`src/rtl/adc_prp_pkg.sv`:
```
package adc_prp_pkg;
  typedef struct packed {
    logic latch;
    logic invalidate;
  } prpStrobes_t;
endpackage

```
`src/rtl/adc_prp_ctrl.sv`:
```
module adc_prp_ctrl
  import adc_prp_pkg::*;
(
  input  logic        clk,
  input  logic        rst,
  input  logic        convStart,
  input  logic        coreDone,
  output logic        busy,
  output prpStrobes_t strobes
);
  typedef enum logic {ST_IDLE, ST_CONV} ctrlState_t;
  ctrlState_t state, stateNext;

  always_comb begin
    stateNext          = state;
    strobes.latch      = 1'b0;
    strobes.invalidate = 1'b0;
    case (state)
      ST_IDLE: if (convStart) begin
        stateNext          = ST_CONV;
        strobes.invalidate = 1'b1;
      end
      ST_CONV: if (coreDone) begin
        stateNext     = ST_IDLE;
        strobes.latch = 1'b1;
      end
      default: stateNext = ST_IDLE;
    endcase
  end

  always_ff @(posedge clk) begin
    if (rst) state <= ST_IDLE;
    else     state <= stateNext;
  end

  assign busy = (state == ST_CONV);
endmodule

```
`src/rtl/adc_prp_datapath.sv`:
```
module adc_prp_datapath
  import adc_prp_pkg::*;
#(
  parameter int DATA_W = 16,
  parameter int LANE_W = 8
)(
  input  logic              clk,
  input  logic              rst,
  input  prpStrobes_t       strobes,
  input  logic [DATA_W-1:0] coreResult,
  input  logic              binSel,
  input  logic              swapSel,
  input  logic              csN,
  input  logic              rdN,
  output logic [DATA_W-1:0] dataOut,
  output logic              dataOe,
  output logic              dataValid
);
  localparam int NUM_LANES = DATA_W / LANE_W;

  logic [DATA_W-1:0] heldResult;
  logic [DATA_W-1:0] coded;
  logic [DATA_W-1:0] routed;
  logic              heldValid;

  always_ff @(posedge clk) begin
    if (rst) begin
      heldResult <= '0;
      heldValid  <= 1'b0;
    end else begin
      if (strobes.latch) begin
        heldResult <= coreResult;
        heldValid  <= 1'b1;
      end else if (strobes.invalidate) begin
        heldValid  <= 1'b0;
      end
    end
  end

  assign coded = {heldResult[DATA_W-1] ^ ~binSel, heldResult[DATA_W-2:0]};

  for (genvar lane = 0; lane < NUM_LANES; lane++) begin : g_lane
    assign routed[lane*LANE_W +: LANE_W] = swapSel
      ? coded[(NUM_LANES-1-lane)*LANE_W +: LANE_W]
      : coded[lane*LANE_W +: LANE_W];
  end

  assign dataOe    = ~csN & ~rdN;
  assign dataOut   = dataOe ? routed : '0;
  assign dataValid = heldValid;
endmodule

```
`src/rtl/adc_par_read_port.sv`:
```
module adc_par_read_port
  import adc_prp_pkg::*;
#(
  parameter int DATA_W = 16,
  parameter int LANE_W = 8
)(
  input  logic              clk,
  input  logic              rst,
  input  logic              convStart,
  input  logic              coreDone,
  input  logic [DATA_W-1:0] coreResult,
  input  logic              binSel,
  input  logic              swapSel,
  input  logic              csN,
  input  logic              rdN,
  output logic              busy,
  output logic [DATA_W-1:0] dataOut,
  output logic              dataOe,
  output logic              dataValid
);
  prpStrobes_t strobes;

  adc_prp_ctrl u_ctrl (
    .clk(clk), .rst(rst), .convStart(convStart), .coreDone(coreDone),
    .busy(busy), .strobes(strobes)
  );

  adc_prp_datapath #(.DATA_W(DATA_W), .LANE_W(LANE_W)) u_dp (
    .clk(clk), .rst(rst), .strobes(strobes), .coreResult(coreResult),
    .binSel(binSel), .swapSel(swapSel), .csN(csN), .rdN(rdN),
    .dataOut(dataOut), .dataOe(dataOe), .dataValid(dataValid)
  );
endmodule

```
`config.mk`:
```
export PLATFORM = sky130hd
export DESIGN_NAME = adc_par_read_port
export DESIGN_NICKNAME = d
export VERILOG_FILES = /design/src/rtl/adc_prp_pkg.sv /design/src/rtl/adc_prp_ctrl.sv /design/src/rtl/adc_prp_datapath.sv /design/src/rtl/adc_par_read_port.sv
export SDC_FILE = /design/constraint.sdc
export NUM_CORES = 1
export LEC_CHECK = 0
export ABC_CLOCK_PERIOD_IN_PS = 1250
export BUFFER_PORTS_ARGS = -buffer_cell sky130_fd_sc_hd__buf_4
export CORE_MARGIN = 3
export CORE_UTILIZATION = 48
export CTS_BUF_LIST = sky130_fd_sc_hd__clkbuf_2 sky130_fd_sc_hd__clkbuf_4 sky130_fd_sc_hd__clkbuf_8
export DETAILED_ROUTE_END_ITERATION = 16
export HOLD_SLACK_MARGIN = 0.08
export PLACE_DENSITY = 0.85
export SYNTH_ARGS = -nofsm -noshare
export SYNTH_HDL_FRONTEND = slang
export SYNTH_SLANG_ARGS = --single-unit
export TNS_END_PERCENT = 30
```
`constraint.sdc`:
```
create_clock -name clk -period 1.25 [get_ports clk]
set_input_delay 0.125 -clock clk [delete_from_list [all_inputs] [get_ports clk]]
set_output_delay 0.125 -clock clk [all_outputs]
set_load 0.01 [all_outputs]
```
==> results.toml <==
[global_route]
grt_util_all_layers = 0.180
overflow = 0
grt_pass1_vias = 869
grt_max_degree = 19
grt_pass1_wl_um = 3590
grt_antenna_before_repair = 0

[setup_path]
startpoint = "u_dp.heldResult[15]"
critPathMaxFanout = 2
worst-setup-path-type = "reg2out"
end_kind = "output pin"
critPathRequiredTime_ns = 1.12
r2r_slack_ns = 0.16
crit_arrival_ns = 1.14
reg2reg_to = "u_dp.heldResult[6]"
cp-start-kind = "flip-flop"
r2r_start = "u_ctrl.busy"
r2r_cells = 4

[floorplan]
rows = 15
die_w_um = 50.9
io_pins = 43
start_util = 0.531
fp.dieH_um = 50.9
die_area_sq_um = 2590
core_region_area_sq_um = 1820

[layout]
multiInputGateArea_sq_um = 522
drive_above_1_share = 0.381
final_common_cell = "buf_4"
final_cell_mix = "buf_4, nand2_1, nor2_1, dfxtp_1, mux2i_1"
seq_area_sq_um = 362
diodes = 0
fillers = 140
syn2layout_area_growth_pct = 37.4
fin_area_sq_um = 1330
nNetsFinal = 185

[logic_synthesis]
synth_seq_cells = 18
synth_top_family_by_area = "simple AND/OR/NAND/NOR gates"
yosysUniqueCellTypes = 17
yosysTopAreaCell = "dfxtp_1"
synth_mux_area_frac = 0.166
syn_inst = 117
yosys_warnings = 0
synth_area_sq_um = 966
yosys-top-cells-area = "dfxtp_1, mux2i_1, nand2_1, a21oi_2, nor2_1"
synth_top_area_frac = 0.373
synth_compound_area_frac = 0.128
syn_avg_cell_area_sq_um = 8.26
synthXorXnorAreaFrac = 0.00907
synth_fa_ha_area_frac = 0
synth_nets = 141
synth-simple-area-share = 0.227
ys_seq_area_frac = 0.373

[clock_tree]
cts_sinks = 18
cts.reportedPaths.clkPinSlew_ns = 0.10
cts_buffer_depth = 2
cts_setup_buffers = 0
cts-buffers-inserted = 3
htreeDepth = 1
root_buffer = "clkbuf_4"
clk_latency_ns = 0.29
cts_tree = "done"

[job]
drv_cap = 0

[power_and_ir_drop]
p_per_area_nw_per_um2 = 890
leakage_nw = 0.585
ir_worst_vdd_uv = 637

[routing]
avgViaCountPerCell = 4.93
first_pass_iters = 4
drc_errors = 0
dr.first_iter.drc_count = 19
dr_total_vias = 912
wl_um = 2270
drt-wirelength-per-cell_um = 12.3
postRouteAntennaNets = 0

[timing]
fin_setup_tns_ns = -0.0213
period_needed_ns = 1.26
fmax_mhz = 793
finalHoldViolCount = 0
finClkSkew_ns = 0.00395
slew_headroom = 0.666
period_share = 1.01
tightest_slew_ns = 0.500
finalSetupViolCount = 2
rsz0062_at_grt = "yes"
layout_setup_ws_ns = -0.0114
final-max-slew-violation-count = 0

[placed_design]
place_congestion = 0.660
port_buffers = 42
hpwl_um = 1710
dpl_cell_area_sq_um = 1230

[run_status]
violations = "negative setup slack"
status = "complete, but fails checks"

[worst_hold_path]
worstHoldStart = "coreResult[8]"
min_path_type = "in2reg"
min_to = "u_dp.heldResult[8]"
whs_path_depth = 3
power by group:
| group | total, mW | switching [mW] | internal, mW |
|---|---|---|---|
| registers | 0.616 | 0.0199 | 0.596 |
| logic | 0.215 | 0.0979 | 0.117 |
| clock network | 0.351 | 0.174 | 0.178 |
| total | 1.18 | 0.291 | 0.890 |
through the flow:
stage	utilization	hold WS [ns]	std cells	setup WS (ns)	total power, mW
5_1_grt	0.729	0.0819	185	-0.103	1.22
2_1_floorplan	-	0.252	117	0.229	0.754
6_report	0.729	0.0763	185	-0.0114	1.18
4_1_cts	0.722	0.0809	184	-0.0111	1.18
3_3_place_gp	0.676	0.373	176	0.196	0.819
3_5_place_dp	0.676	0.379	176	0.110	0.827
cells in the mapped netlist:
| library cell | instances |
|---|---|
| a21oi_1 | 9 |
| a21oi_2 | 9 |
| and2_1 | 1 |
| buf_12 | 1 |
| buf_2 | 2 |
| buf_4 | 2 |
| buf_6 | 4 |
| dfxtp_1 | 18 |
| inv_1 | 1 |
| mux2i_1 | 16 |
| nand2_1 | 31 |
| nand2_2 | 2 |
| nand2b_1 | 1 |
| nor2_1 | 17 |
| or2_1 | 1 |
| or2b_1 | 1 |
| xnor2_1 | 1 |
worst max-delay path, stage by stage, from the launching register on:
cell and delay [ns]:
dfxtp_2 0.35, xnor2_2 0.16, mux2i_1 0.09, nor2_1 0.11
buf_4 0.14
worst max path at each step:
stage / endpoint / slack (ns) / cells past startpoint
6_report: dataOut[15] / -0.01 / 4
5_1_grt: dataOut[7] / -0.10 / 4
4_1_cts: dataOut[7] / -0.01 / 4
3_5_place_dp: u_dp.heldResult[6] / 0.11 / 3
3_3_place_gp: u_dp.heldResult[15] / 0.20 / 3
2_1_floorplan: u_dp.dataValid / 0.23 / 5
per-layer routing:
| layer | track usage | part of all wire | vias up |
|---|---|---|---|
| met2 | 0.324 | 0.50 | 35 |
| met5 | 0 | 0 | - |
| met3 | 0.0350 | 0.064 | 6 |
| met1 | 0.204 | 0.42 | 407 |
| met4 | 0.0807 | 0.016 | 0 |
| li1 | - | - | 464 |
area by class of cell:
class	count	share of cell area
Tap cell	25	0.0236
Sequential cell	18	0.272
Timing Repair Buffer	48	0.281
Inverter	1	0.00283
Multi-Input combinational cell	89	0.393
Clock buffer	4	0.0273
kinds of logic (layout without fill, tap and decap cells):
| logic type | after synthesis | after routing |
|---|---|---|
| compound gates | 18 | 18 |
| xor+xnor | 1 | 1 |
| buf+inv | 10 | 53 |
| flops | 18 | 18 |
| mux | 16 | 16 |
| simple gates | 54 | 54 |
flip-flops by register name, indices dropped and copies added (netlist names):
signal / count
u_ctrl.busy: 1
u_dp.dataValid: 1
u_dp.heldResult: 16
what timing repair did:
| action | CTS | global route |
|---|---|---|
| gates resized for setup | 2 | 1 |
| setup endpoints to repair | 2 | 3 |
| hold buffers | 4 | 1 |
| endpoints found under the hold margin | 4 | 1 |
| pin swaps | 1 | 0 |
(Power assumes the default switching activity.)
